--- src/rtl/bcd_mem_seq_pkg.sv ---
package bcd_mem_seq_pkg;

    typedef enum logic [2:0] {
        S_IDLE,
        S_DEC_SRC,
        S_DEC_DST,
        S_RD_SRC,
        S_RD_DST,
        S_CALC,
        S_WR,
        S_FIN
    } seq_state_e;

    typedef enum logic [1:0] {
        OP_ADD = 2'b00,
        OP_SUB = 2'b01,
        OP_NEG = 2'b10,
        OP_RSV = 2'b11
    } seq_op_e;

endpackage

--- src/rtl/bcd_mem_seq_step.sv ---
module bcd_mem_seq_step #(
    parameter int AW        = 32,
    parameter int IW        = 3,
    parameter int STACK_IDX = 7
) (
    input  logic [AW-1:0] base,
    input  logic [IW-1:0] idx,
    output logic [AW-1:0] lowered
);
    localparam logic [AW-1:0] STEP_WIDE   = AW'(2);
    localparam logic [AW-1:0] STEP_NARROW = AW'(1);
    localparam logic [IW-1:0] STACK_NUM   = IW'(STACK_IDX);

    always_comb begin
        lowered = base - ((idx == STACK_NUM) ? STEP_WIDE : STEP_NARROW);
    end
endmodule

--- src/rtl/bcd_mem_seq_ctrl.sv ---
module bcd_mem_seq_ctrl
    import bcd_mem_seq_pkg::*;
#(
    parameter int AW          = 32,
    parameter int DW          = 8,
    parameter int IW          = 3,
    parameter int COST_ARITH  = 18,
    parameter int COST_NEG    = 8,
    parameter int CW          = 5
) (
    input  logic               clk,
    input  logic               rst_n,
    input  logic               start,
    input  logic [1:0]         op,
    input  logic [IW-1:0]      src_idx,
    input  logic [IW-1:0]      dst_idx,
    input  logic [AW-1:0]      src_ptr,
    input  logic [AW-1:0]      dst_ptr,
    output logic [1:0][AW-1:0] step_base,
    output logic [1:0][IW-1:0] step_idx,
    input  logic [1:0][AW-1:0] step_out,
    output logic               busy,
    output logic               done,
    output logic [CW-1:0]      cost,
    output logic               ptr_we,
    output logic [AW-1:0]      src_ptr_upd,
    output logic [AW-1:0]      dst_ptr_upd,
    output logic               bus_req,
    output logic               bus_we,
    output logic [AW-1:0]      bus_addr,
    output logic [DW-1:0]      bus_wdata,
    input  logic               bus_ready,
    input  logic [DW-1:0]      bus_rdata,
    output logic [1:0]         alu_op,
    output logic               alu_go,
    output logic [DW-1:0]      alu_src,
    output logic [DW-1:0]      alu_dst,
    input  logic [DW-1:0]      alu_res,
    input  logic               alu_wr_en
);
    typedef struct packed {
        seq_state_e    state;
        seq_op_e       op;
        logic [AW-1:0] sp;
        logic [AW-1:0] dp;
        logic [IW-1:0] si;
        logic [IW-1:0] di;
        logic [DW-1:0] sb;
        logic [DW-1:0] db;
        logic [DW-1:0] rb;
    } seq_regs_t;

    localparam logic [CW-1:0] C_ARITH = CW'(COST_ARITH);
    localparam logic [CW-1:0] C_NEG   = CW'(COST_NEG);

    seq_regs_t r_q, r_d;
    logic      shared_reg;

    always_comb begin
        shared_reg   = (r_q.si == r_q.di) && (r_q.op != OP_NEG);
        step_base[0] = r_q.sp;
        step_idx[0]  = r_q.si;
        step_base[1] = shared_reg ? r_q.sp : r_q.dp;
        step_idx[1]  = r_q.di;
    end

    always_comb begin
        r_d = r_q;
        case (r_q.state)
            S_IDLE: begin
                if (start && (seq_op_e'(op) != OP_RSV)) begin
                    r_d.op    = seq_op_e'(op);
                    r_d.sp    = src_ptr;
                    r_d.dp    = dst_ptr;
                    r_d.si    = src_idx;
                    r_d.di    = dst_idx;
                    r_d.sb    = '0;
                    r_d.state = (seq_op_e'(op) == OP_NEG) ? S_DEC_DST : S_DEC_SRC;
                end
            end
            S_DEC_SRC: begin
                r_d.sp    = step_out[0];
                r_d.state = S_DEC_DST;
            end
            S_DEC_DST: begin
                r_d.dp    = step_out[1];
                r_d.state = (r_q.op == OP_NEG) ? S_RD_DST : S_RD_SRC;
            end
            S_RD_SRC: begin
                if (bus_ready) begin
                    r_d.sb    = bus_rdata;
                    r_d.state = S_RD_DST;
                end
            end
            S_RD_DST: begin
                if (bus_ready) begin
                    r_d.db    = bus_rdata;
                    r_d.state = S_CALC;
                end
            end
            S_CALC: begin
                r_d.rb    = alu_res;
                r_d.state = alu_wr_en ? S_WR : S_FIN;
            end
            S_WR: begin
                if (bus_ready) begin
                    r_d.state = S_FIN;
                end
            end
            S_FIN: begin
                r_d.state = S_IDLE;
            end
            default: begin
                r_d.state = S_IDLE;
            end
        endcase
    end

    always_ff @(posedge clk or negedge rst_n) begin
        if (!rst_n) begin
            r_q.state <= S_IDLE;
            r_q.op    <= OP_ADD;
            r_q.sp    <= '0;
            r_q.dp    <= '0;
            r_q.si    <= '0;
            r_q.di    <= '0;
            r_q.sb    <= '0;
            r_q.db    <= '0;
            r_q.rb    <= '0;
        end else begin
            r_q <= r_d;
        end
    end

    always_comb begin
        busy        = (r_q.state != S_IDLE);
        done        = (r_q.state == S_FIN);
        ptr_we      = (r_q.state == S_FIN);
        cost        = '0;
        if (r_q.state == S_FIN) begin
            cost = (r_q.op == OP_NEG) ? C_NEG : C_ARITH;
        end
        src_ptr_upd = r_q.sp;
        dst_ptr_upd = r_q.dp;
        bus_req     = (r_q.state == S_RD_SRC) || (r_q.state == S_RD_DST) ||
                      (r_q.state == S_WR);
        bus_we      = (r_q.state == S_WR);
        bus_addr    = (r_q.state == S_RD_SRC) ? r_q.sp : r_q.dp;
        bus_wdata   = r_q.rb;
        alu_op      = r_q.op;
        alu_go      = (r_q.state == S_CALC);
        alu_src     = r_q.sb;
        alu_dst     = r_q.db;
    end
endmodule

--- src/rtl/bcd_mem_seq.sv ---
module bcd_mem_seq #(
    parameter int AW         = 32,
    parameter int DW         = 8,
    parameter int IW         = 3,
    parameter int STACK_IDX  = 7,
    parameter int COST_ARITH = 18,
    parameter int COST_NEG   = 8,
    localparam int CW        = $clog2(COST_ARITH + 1)
) (
    input  logic          clk,
    input  logic          rst_n,
    input  logic          start,
    input  logic [1:0]    op,
    input  logic [IW-1:0] src_idx,
    input  logic [IW-1:0] dst_idx,
    input  logic [AW-1:0] src_ptr,
    input  logic [AW-1:0] dst_ptr,
    output logic          busy,
    output logic          done,
    output logic [CW-1:0] cost,
    output logic          ptr_we,
    output logic [AW-1:0] src_ptr_upd,
    output logic [AW-1:0] dst_ptr_upd,
    output logic          bus_req,
    output logic          bus_we,
    output logic [AW-1:0] bus_addr,
    output logic [DW-1:0] bus_wdata,
    input  logic          bus_ready,
    input  logic [DW-1:0] bus_rdata,
    output logic [1:0]    alu_op,
    output logic          alu_go,
    output logic [DW-1:0] alu_src,
    output logic [DW-1:0] alu_dst,
    input  logic [DW-1:0] alu_res,
    input  logic          alu_wr_en
);
    localparam int NSTEP = 2;

    logic [NSTEP-1:0][AW-1:0] step_base;
    logic [NSTEP-1:0][IW-1:0] step_idx;
    logic [NSTEP-1:0][AW-1:0] step_out;

    for (genvar g = 0; g < NSTEP; g++) begin : g_step
        bcd_mem_seq_step #(
            .AW        (AW),
            .IW        (IW),
            .STACK_IDX (STACK_IDX)
        ) u_step (
            .base    (step_base[g]),
            .idx     (step_idx[g]),
            .lowered (step_out[g])
        );
    end

    bcd_mem_seq_ctrl #(
        .AW         (AW),
        .DW         (DW),
        .IW         (IW),
        .COST_ARITH (COST_ARITH),
        .COST_NEG   (COST_NEG),
        .CW         (CW)
    ) u_ctrl (
        .clk         (clk),
        .rst_n       (rst_n),
        .start       (start),
        .op          (op),
        .src_idx     (src_idx),
        .dst_idx     (dst_idx),
        .src_ptr     (src_ptr),
        .dst_ptr     (dst_ptr),
        .step_base   (step_base),
        .step_idx    (step_idx),
        .step_out    (step_out),
        .busy        (busy),
        .done        (done),
        .cost        (cost),
        .ptr_we      (ptr_we),
        .src_ptr_upd (src_ptr_upd),
        .dst_ptr_upd (dst_ptr_upd),
        .bus_req     (bus_req),
        .bus_we      (bus_we),
        .bus_addr    (bus_addr),
        .bus_wdata   (bus_wdata),
        .bus_ready   (bus_ready),
        .bus_rdata   (bus_rdata),
        .alu_op      (alu_op),
        .alu_go      (alu_go),
        .alu_src     (alu_src),
        .alu_dst     (alu_dst),
        .alu_res     (alu_res),
        .alu_wr_en   (alu_wr_en)
    );
endmodule

--- config.mk ---
export PLATFORM = sky130hd
export DESIGN_NAME = bcd_mem_seq
export DESIGN_NICKNAME = d
export VERILOG_FILES = /design/src/rtl/bcd_mem_seq_pkg.sv /design/src/rtl/bcd_mem_seq_step.sv /design/src/rtl/bcd_mem_seq_ctrl.sv /design/src/rtl/bcd_mem_seq.sv
export SDC_FILE = /design/constraint.sdc
export NUM_CORES = 1
export LEC_CHECK = 0
export ABC_AREA = 1
export BUFFER_PORTS_ARGS = -buffer_cell sky130_fd_sc_hd__buf_2
export CAP_MARGIN = 20
export CORE_ASPECT_RATIO = 0.7
export CORE_MARGIN = 1
export CORE_UTILIZATION = 59
export DETAILED_ROUTE_END_ITERATION = 16
export HOLD_SLACK_MARGIN = 0.06
export PLACE_DENSITY = 0.88
export SLEW_MARGIN = 10
export SYNTH_ARGS = -nofsm -noshare
export SYNTH_HDL_FRONTEND = slang
export SYNTH_HIERARCHICAL = 1
export SYNTH_SLANG_ARGS = --single-unit
--- constraint.sdc ---
create_clock -name clk -period 5.7 [get_ports clk]
set_input_delay 0.855 -clock clk [delete_from_list [all_inputs] [get_ports clk]]
set_output_delay 0.855 -clock clk [all_outputs]
set_load 0.005 [all_outputs]
* After elaboration in Yosys (flattened, before gate mapping)
Cells that the tools add are included.
Word-level totals: register bits 99, bits of input ports 93
Operators by class: add/sub/neg operators 2, equal/unequal tests 18, mux-type cells 18, reductions and logical operators 15
Operators by type and width (count):
- 32-bit one-hot mux with 2 select lines | 2
- 83-bit 2-to-1 mux | 1
- 32-bit 2-to-1 mux | 2
- 32-bit subtractor | 2
- 3-bit one-hot mux with 8 select lines | 1
- 3-bit equality test (second input constant) | 6
- 8-bit one-hot mux with 2 select lines | 1
- 3-bit 2-to-1 mux | 4
- 5-bit 2-to-1 mux | 2
- 8-bit 2-to-1 mux | 1
- 2-bit inequality test (second input constant) | 4
- 2-bit AND reduction | 4
- 3-bit by 2-bit equality test with 1-bit output (second input constant) | 2
- 2-bit 2-to-1 mux | 3
- 2-bit nonzero test | 3
- 2-bit equality test (second input constant) | 2
- 2-bit by 1-bit inequality test with 1-bit output (second input constant) | 2
- 4-bit AND reduction | 1
- 3-bit by 1-bit equality test with 1-bit output (second input constant) | 1
- 3-bit equality test | 1
- 3-bit zero test | 1
- 3-bit AND reduction | 1
- 3-bit nonzero test | 1
- 1-bit logical AND | 2
- 2 further kinds | 3

* Logic depth before layout (Yosys ltp)
Gate-level depths: netlist of the first run.
depth after elaboration 5, depth in mapped cells 20, depth with buffers taken out 20

* Modules after synthesis
The synthesis of the first run kept the hierarchy.
Modules (own cells, without submodules):
- bcd_mem_seq_ctrl | times used 1, cells an instance 920, area each 6532.5 um^2, sequential area each 2477.4 um^2
- bcd_mem_seq_step | times used 2, cells an instance 194, area each 1027.2 um^2, sequential area each 0.0 um^2

* Worst setup path before layout of the first run
Ideal clock, no wire load.
path type register to register, start point register u_ctrl.r_q, in the netlist u_ctrl/alu_op[0], end point register u_ctrl.r_q, in the netlist u_ctrl/dst_ptr_upd[18], setup time 124 ps, arrival 2669 ps, data required time 5576 ps, path slack 2907 ps, cell stages (with the launch flop) 19, clock period less this slack 2793 ps, cell sequence dfrtp_1 inv_1 nand2_1 nand2_1 nor2_1 nand2_1 clkbuf_1 o21ai_0 inv_1 ha_1 inv_1 fa_1 inv_1 nand2_4 nor2_8 nand3_1 xor2_1 o211ai_1 nand2_1
RTL lines:
- start, declared | line bcd_mem_seq_ctrl.sv:56 | seq_regs_t r_q, r_d;
- start signal, assigned | line bcd_mem_seq_ctrl.sv:131 | r_q <= r_d;

==> results of run 1 <==
## worst max-delay path: stages (launching register included)
cell	delay (ns)
dfrtp_1	0.41
inv_1	0.09
nor2_1	0.04
nor3_1	0.18
nand2_1	0.56
nand2_1	0.19
o21ai_0	0.11
inv_1	0.10
ha_1	0.15
inv_1	0.07
fa_1	0.49
inv_1	0.13
nand2_4	0.08
nor2_8	0.18
nand3_1	0.15
xor2_1	0.17
o211ai_1	0.17
nand2_1	0.06
## cell families (layout without fill, tap and decap cells)
kind of cell,Yosys count,in the layout,share of synthesized area (%)
AO/OA/AOI/OAI,245,245,14.7
XOR/XNOR,31,31,3.16
adder cells (fa/ha/maj),6,6,1.05
buffers and inverters,334,397,21.1
flip-flops,99,99,28.9
other,1,2,0.0437
AND/OR/NAND/NOR,592,592,31.1
## how the worst max path moves through the flow
stage,startpoint,slack (ns),end
floorplan,u_ctrl/alu_op[0]$_DFFE_PN0P_,2.91,u_ctrl/dst_ptr_upd[18]$_DFFE_PN0P_
global placement,op[0],2.15,u_ctrl/src_ptr_upd[26]$_DFFE_PN0P_
detailed placement,op[0],2.01,u_ctrl/src_ptr_upd[13]$_DFFE_PN0P_
CTS,u_ctrl/r_q[98]$_DFFE_PN0P_,2.10,bus_addr[31]
global route,u_ctrl/alu_op[0]$_DFFE_PN0P_,1.99,u_ctrl/dst_ptr_upd[18]$_DFFE_PN0P_
finish,u_ctrl/step_idx[4]$_DFFE_PN0P_,2.24,u_ctrl/dst_ptr_upd[18]$_DFFE_PN0P_
## layer usage
metal	vias up	wire [um]
li1	4098	-
met1	3764	10800
met2	412	10100
met3	37	2700
met4	0	434
met5	-	0
## metrics by stage
step | cells | power, uW | cell area [sq um] | util [%]
floorplan | 1309 | 4330 | 8590 | -
global route | 1562 | 6190 | 9120 | 64.9
detailed placement | 1544 | 4870 | 8740 | 62.2
CTS | 1559 | 5580 | 9060 | 64.4
global placement | 1544 | 4790 | 8740 | 62.2
finish | 1562 | 5660 | 9120 | 64.9
## power by group
| group | switching, uW | internal, uW |
|---|---|---|
| clock network | 287 | 389 |
| registers | 321 | 992 |
| logic | 2430 | 1250 |
| total | 3030 | 2630 |
## registers in the layout, indices dropped and copies added, names as in the netlist
register and flops:
u_ctrl/alu_src 8, u_ctrl/src_ptr_upd 32, u_ctrl/step_idx 6, u_ctrl/bus_wdata 8, u_ctrl/alu_dst 8, u_ctrl/alu_op 2, u_ctrl/dst_ptr_upd 32, u_ctrl/r_q 3
## cell usage in the layout (no fill, tap or decap), drive strengths merged, types with 3 or more instances in the layout
cell / netlist / routed
clkbuf: 14 / 9
nand3b: 4 / 4
nor3: 3 / 3
o211ai: 12 / 12
o21ai: 231 / 231
nand3: 63 / 63
xor2: 13 / 13
buf: 168 / 230
xnor2: 18 / 18
nand2: 378 / 378
nand4: 8 / 8
dfrtp: 99 / 99
nor2: 134 / 134
inv: 152 / 156
ha: 4 / 4
## area by class of cell
type / instances / area, sq um / share of cell area, %
Multi-Input combinational cell: 876 / 4300 / 47.2
Sequential cell: 99 / 2480 / 27.2
Tap cell: 190 / 238 / 2.61
Clock inverter: 6 / 95.1 / 1.04
Timing Repair Buffer: 230 / 1210 / 13.3
Inverter: 152 / 573 / 6.29
Clock buffer: 9 / 225 / 2.47
==> summary by stage, run 1 <==
STA
The final hold violation count is 0. The summed negative setup slack over all endpoints is 0 ns. Of the available clock period, the critical path in the final layout requires 60.7%. The final number of setup-violating endpoints is 0. The final period demand of the worst path is 3.46 ns. In the post-route analysis, the smallest setup slack over all paths is 2.24 ns. On the final layout, the worst clock skew is 0.00732 ns. At the pin with the least slew margin, the transition time is 0.913 ns. The final-report max-slew violation count is 0. In this run the tightest slew margin relative to its limit is 39.0%. Setup repair after global routing left no endpoint under its margin. The minimum hold slack is 0.452 ns. Timing would allow up to 289 MHz.

GRT
The layer with the highest usage after global routing is met2. For met2 alone, demand over resource in global routing was 48.4%. The first-pass GRT wire length is 38000 um. The aggregate global-route resource usage is 32.6%. The maximum number of pins on one net before global-route repair is 68.

The final global-route overflow total is 0. The number of antenna violations at the first check in global routing is 0. For this run, global-route usage on met3 was measured as 6.33%.

The fraction of met1 tracks used by global routing is 47.8%. The number of global-route vias before repair is 7424.

Layout
Fill cells in the final layout number 1343. The synthesis-to-layout area growth is 6.18%. The final layout contains 1467 nets. The share of layout cells above drive strength 1 is 23.5%. 0 antenna diodes ended up in the layout.

Die
The vertical die dimension is 103 um. The core region is 0.0141 sq mm. The initialized floorplan defines 36 standard-cell rows. The I/O pin count is 226. The initial utilization of the core area, before any placement, comes to 61.1%. The die width is 146 um. The floorplan step defined a die boundary enclosing 0.0150 sq mm.

Synthesis
The synthesized design spends more area on one cell type than any other, namely dfrtp_1. The summed instance area of the synthesized netlist is 0.00859 sq mm. In the synthesized netlist, the cells that appear most often are 350 x nand2_1, 145 x inv_1, 136 x buf_4, 131 x o21ai_0, 100 x o21ai_1. The post-synthesis sequential area ratio is 28.9%.

The most common cell in the netlist is nand2_1. Synthesis produced 1308 cells. The most used flip-flop cell after synthesis is dfrtp_1.

Summed over its instances, the top area cell type makes up 28.9% of the synthesized netlist area. The flop and latch count out of synthesis is 99. The number of different library cells in the post-synthesis netlist is 32. The share of flip-flops with an asynchronous set or reset after synthesis is 100%.

By area the synthesized netlist is led by dfrtp_1 29%, nand2_1 15%, buf_4 12%. The count of synthesis-stage warnings from yosys is 6. The synthesized design contains 0 enable-type register cells. The mean instance size in the synthesized netlist is 6.56 sq um.

Routing
Across all layers, the routed design uses 8311 vias. After detailed routing, the number of remaining DRC violations is 0. The routed design has 24100 um of wire. The per-cell via count in the routed design is 5.32. The number of design-rule violations left by the first detailed-router iteration is 682. In this run the remaining antenna-violating nets after routing total 0. Dividing the detail-routed wire length by the instance count gives 15.4 um. The number of detailed-routing iterations run before antenna repair is 5.

Clock tree
Once the clock tree was built, the setup fixing pass inserted 0 buffers. The clock buffer count from CTS is 9. The post-cts resize count is 0. The maximum buffer depth of the clock tree is 2. CTS saw 99 sinks. The post-cts hold buffer count is 0. The clock root buffer is clkbuf_16.

For the worst-skew pair, the clock arrives at the later sink with an insertion delay of 0.35 ns. The number of H-tree levels is 3. The TritonCTS clock tree is built. The clock transition at the registers of the reported paths is 0.07 ns.

Setup path
The worst flop-to-flop path startpoint is u_ctrl/step_idx[4]$_DFFE_PN0P_. The cell depth of the worst flop-to-flop path is 17. The critical path endpoint category is a flop. The highest net fanout along the worst path is 33. For the worst setup path, the data required time is 5.93 ns. The critical path in this run is classified as reg -> reg. The data arrival time of the critical path is 3.69 ns. STA classifies the critical path startpoint as a flop. In this run the critical register-to-register path is captured at u_ctrl/dst_ptr_upd[18]$_DFFE_PN0P_. The worst register-to-register path has a setup slack of 2.24 ns.

Power
The maximum vdd drop is 284 uV. Dividing total power by cell area gives a power density of 621 mW/mm^2. Summed over all cells, the static leakage comes to 0.00488 uW.

Hold path
The worst min-delay path category is in -> async.

Placement
The count of buffers added on input and output ports is 223. OpenSTA, run right after detailed placement, puts the worst setup slack at 2.01 ns. At the end of routability-driven placement, the weighted congestion stood at 0.952.

The detailed placement HPWL is 18400 um.

Job
The number of maximum-capacitance constraint violations is 0.

Run status
The run finished with clean final reports.
Note: power is estimated with default switching activity, not from simulation.
==> run 2: changes to the inputs <==
--- a/config.mk
+++ b/config.mk
@@ -5,15 +5,15 @@
 export SDC_FILE = /design/constraint.sdc
 export NUM_CORES = 1
 export LEC_CHECK = 0
-export ABC_AREA = 1
+export ABC_AREA = 0
 export BUFFER_PORTS_ARGS = -buffer_cell sky130_fd_sc_hd__buf_2
 export CAP_MARGIN = 20
 export CORE_ASPECT_RATIO = 0.7
 export CORE_MARGIN = 1
-export CORE_UTILIZATION = 59
+export CORE_UTILIZATION = 48
 export DETAILED_ROUTE_END_ITERATION = 16
 export HOLD_SLACK_MARGIN = 0.06
-export PLACE_DENSITY = 0.88
+export PLACE_DENSITY = 0.78
 export SLEW_MARGIN = 10
 export SYNTH_ARGS = -nofsm -noshare
 export SYNTH_HDL_FRONTEND = slang
==> constraint.sdc (replaced) <==
create_clock -name clk -period 2.8 [get_ports clk]
set_input_delay 0.42 -clock clk [delete_from_list [all_inputs] [get_ports clk]]
set_output_delay 0.42 -clock clk [all_outputs]
set_load 0.005 [all_outputs]
==> run 2 against run 1 <==
Against the previous run:
- the flow now finishes with violations (setup timing)
- count of clock-buffer cells in the layout is the same
- critical endpoint is now u_ctrl/dst_ptr_upd[20]$_DFFE_PN0P_
- sequential power grew 120%
- synthesized area shrank 9.4%
- critical path type unchanged
- core utilization shrank 3.2 points
- fmax shrank 4.5%
- combinational power grew to 2.6 times the previous value
- die area grew 11%
- clock power grew 91%
- wire length shrank 7.4%
==> summary by stage, run 2 <==
Clock tree
Clock-pin slew was measured on the worst setup and hold paths at 0.08 ns. The cell sitting at the root of the clock tree is a clkbuf_16. The clock reaches the later pin of the worst-skew pair after 0.36 ns. The count of clock tree sinks is 99. The TritonCTS clock tree is built. The post-cts hold buffer count is 0. The maximum buffer depth of the clock tree is 2. Counting the buffers created by CTS gives 9. The number of H-tree levels is 3.

Synthesis
By instance count, the leading cell after synthesis is buf_4. The count of synthesis-stage warnings from yosys is 6. Counting distinct cell types in the post-synthesis netlist gives 55. The number of instances in the synthesized netlist is 864. Sorting the synthesized cells by area gives the leading types as dfrtp_1 32%, buf_4 13%, mux2_2 11%. In the synthesized netlist the dominant register cell turns out to be dfrtp_1. By count the netlist is led by 133 x buf_4, 105 x nand2_1, 99 x dfrtp_1, 77 x mux2_2. In the synthesized netlist the async set-or-reset flop fraction comes to 100%. Counting flops and latches in the post-synthesis netlist gives 99. The most area-hungry cell type in the Yosys netlist is dfrtp_1. The mean instance size in the synthesized netlist is 9.00 sq um. The synthesized design devotes to its leading area cell type 31.8% of total area. Sequential elements use 31.8% of the synthesized area. The number of synthesized flops with an enable pin is 0.

The summed instance area of the synthesized netlist is 0.00778 sq mm.

Setup path
The category of the most critical setup path is reg -> reg. Counting both buffers and inverters, the worst setup path holds a total of 4. Traced cell by cell, the critical path runs through xor2_2 -> nor4_4 -> mux2_4 -> inv_4 -> ha_4 -> inv_2 -> fa_2 -> or4_4 -> buf_6 -> nor3_4 -> buf_6 -> nand2_4 -> nor3_4 -> xor2_1 -> a21oi_1 -> o21ai_1. The critical path's largest stage delay is 0.45 ns.

The worst register-to-register path has a setup slack of -0.82 ns. The data required time of the worst path is 3.09 ns. The type of origin of the critical path is a flop.

The critical path's top delay family is simple AND/OR/NAND/NOR gates. The data arrival time of the critical path is 3.91 ns. The number of cells on the worst reg-to-reg path is 16.

The critical path endpoint category is a flop. The capture point of the worst reg-to-reg path is u_ctrl/dst_ptr_upd[20]$_DFFE_PN0P_. Among all stages on the critical path, the largest delay is contributed by or4_4.

In this run the worst path has a maximum fanout of 3. The worst register-to-register path begins at u_ctrl/step_idx[4]$_DFFE_PN0P_.

Hold path
The worst min-delay path category is in -> async.

STA
The final period demand of the worst path is 3.62 ns. Setup slack on the critical path of the routed design comes to -0.824 ns. Setup repair after global routing could not meet its margin everywhere. The slew at the pin with the worst max-slew slack is 0.710 ns. The final-report max-slew violation count was 0. The final worst-path cycle share is 129%. The worst pin sits at a relative slew slack of 52.7%. The final number of setup-violating endpoints is 38. The summed negative setup slack over all endpoints is -19.32 ns. The worst clock skew is 0.0140 ns.

The final hold violation count is 0. The maximum operating frequency is 276 MHz.

Job
The number of maximum-capacitance constraint violations is 0.

Die
The area of the core region is 0.0156 sq mm. The placement row count is 38. From bottom edge to top edge, the die measures 109 um. For this design the top-level I/O count stands at 226. The die footprint is 0.0167 sq mm. The effective utilization at floorplan is 49.7%.

The die width is 154 um.

Routing
After detailed routing, the number of vias per cell comes to 5.53. The detail-routed net length per standard cell is 18.1 um. For this block, the routed nets add up to 22300 um of wire. The number of detailed-routing iterations run before antenna repair is 5. The detail route stage leaves a number of antenna-violating nets equal to 0. The number of vias after detailed routing is 6802. The count of unresolved DRC violations after routing is 0.

The number of design-rule violations left by the first detailed-router iteration is 583.

GRT
The maximum number of pins on one net before global-route repair is 65. The number of global-route vias before repair is 6220. The first-pass GRT wire length is 33300 um.

The number of antenna violations at the first check in global routing is 0. The total overflow left after global routing is 0. The aggregate global-route resource usage is 25.8%.

Power
The switching fraction of total power is 45.7%. Sequential cells burn 21.2% of the power. The switching power is 6290 uW.

Overall power consumption after layout is estimated at 13800 uW. In this run the static leakage power is 0.00495 uW. The combinational group share of total power is 69.5%. The share of total power in the clock network is 9.4%. The maximum vdd drop is 683 uV. The power density over the cells is 1430 mW/mm^2. The internal power of the cells totals 7470 uW.

Layout
The library cell used most frequently in the layout, excluding fill and tap cells, is buf_2. 0 antenna diodes ended up in the layout. The share of layout cells above drive strength 1 is 49.9%. The final core area utilization is 61.7%. In the layout the commonest cells are 222 x buf_2, 100 x nand2_1, 99 x dfrtp_1, 76 x buf_4, 68 x mux2_2. The synthesis-to-layout area growth is 24.0%. The design area is 0.00965 sq mm. The count of nets after finishing is 1124.

The filler cells instantiated in the layout total 1296.

Placement
The pre-CTS setup slack is -0.776 ns. The routability congestion estimate from global placement is 0.915. Summing all placed instances gives a cell area of 0.00863 sq mm. Once detailed placement completed, the half-perimeter wirelength came to 15300 um. The count of buffers from port buffering is 223.

Run status
The run finished, with violations left. The final reports fail on setup timing.
==> run 2: worst max-delay path by stage <==
stage,startpoint,endpoint,slack [ns],cells past startpoint
after global routing,u_ctrl/step_idx[4]$_DFFE_PN0P_,u_ctrl/dst_ptr_upd[20]$_DFFE_PN0P_,-0.97,16
after floorplan,u_ctrl/step_idx[4]$_DFFE_PN0P_,u_ctrl/dst_ptr_upd[10]$_DFFE_PN0P_,-0.84,13
after detailed placement,u_ctrl/step_idx[4]$_DFFE_PN0P_,u_ctrl/dst_ptr_upd[10]$_DFFE_PN0P_,-0.78,13
final,u_ctrl/step_idx[4]$_DFFE_PN0P_,u_ctrl/dst_ptr_upd[20]$_DFFE_PN0P_,-0.82,16
after CTS,u_ctrl/step_idx[5]$_DFFE_PN0P_,u_ctrl/dst_ptr_upd[20]$_DFFE_PN0P_,-0.73,16
after global placement,u_ctrl/step_idx[4]$_DFFE_PN0P_,u_ctrl/dst_ptr_upd[10]$_DFFE_PN0P_,-0.74,13
==> run 2: logic make-up after synthesis <==
logic type | count (synthesis) | synth area share, %
muxes | 79 | 11.4
other | 1 | 0.0482
adders and majority gates | 6 | 1.16
buffers and inverters | 188 | 16.9
and+or+nand+nor | 272 | 19.7
AOI/OAI and AO/OA | 162 | 12.3
xor gates and xnor gates | 57 | 6.61
DFF | 99 | 31.8
==> run 2: layout make-up <==
type	count	area, sq um	area share, %
multi-input combinational	578	4520	46.8
inverter	12	47.5	0.493
clock inverter	7	71.3	0.739
clock buffer	9	225	2.33
timing repair buffer	325	2060	21.3
sequential	99	2480	25.7
tap	200	250	2.59
==> run 2: worst register-to-register path: cells and delay by family (launching register included) <==
family	cells	cell delay [ns]
compound gates	2	0.23
flops	1	0.44
simple gates	5	1.20
fa+ha+maj	2	0.48
buf+inv	4	0.40
xor+xnor	2	0.43
mux	1	0.34
==> run 2: stage by stage <==
step,instances,hold WS (ns)
after floorplan,865,0.124
after global routing,1230,0.155
after CTS,1216,0.122
after global placement,1192,0.454
after detailed placement,1192,0.457
final,1230,0.0971
==> run 2: repair_timing <==
action / 4_1_cts / 5_1_grt
gates cloned: 2 / 0
endpoints found under the setup margin: 32 / 38
endpoints found under the hold margin: 0 / 0
pin swaps: 4 / 37
gates resized for setup: 15 / 81
buffers inserted: 6 / 14
==> run 2: layer usage <==
metal  GRT usage (%)  vias up  routed length, um
met3            5.49       32               1800
met1            37.0     3245              10100
met4            6.64        0                331
met2            39.6      331              10100
met5               0        -                  0
li1                -     3194                  -
==> run 2: power by group through the flow <==
stage                     logic, uW  registers, uW  clock network (uW)
after floorplan                6170           2470                   0
after global placement         7460           2850                   0
after detailed placement       7630           2870                   0
after CTS                      8140           2850                1310
after global routing          10300           3020                1370
final                          9560           2910                1290
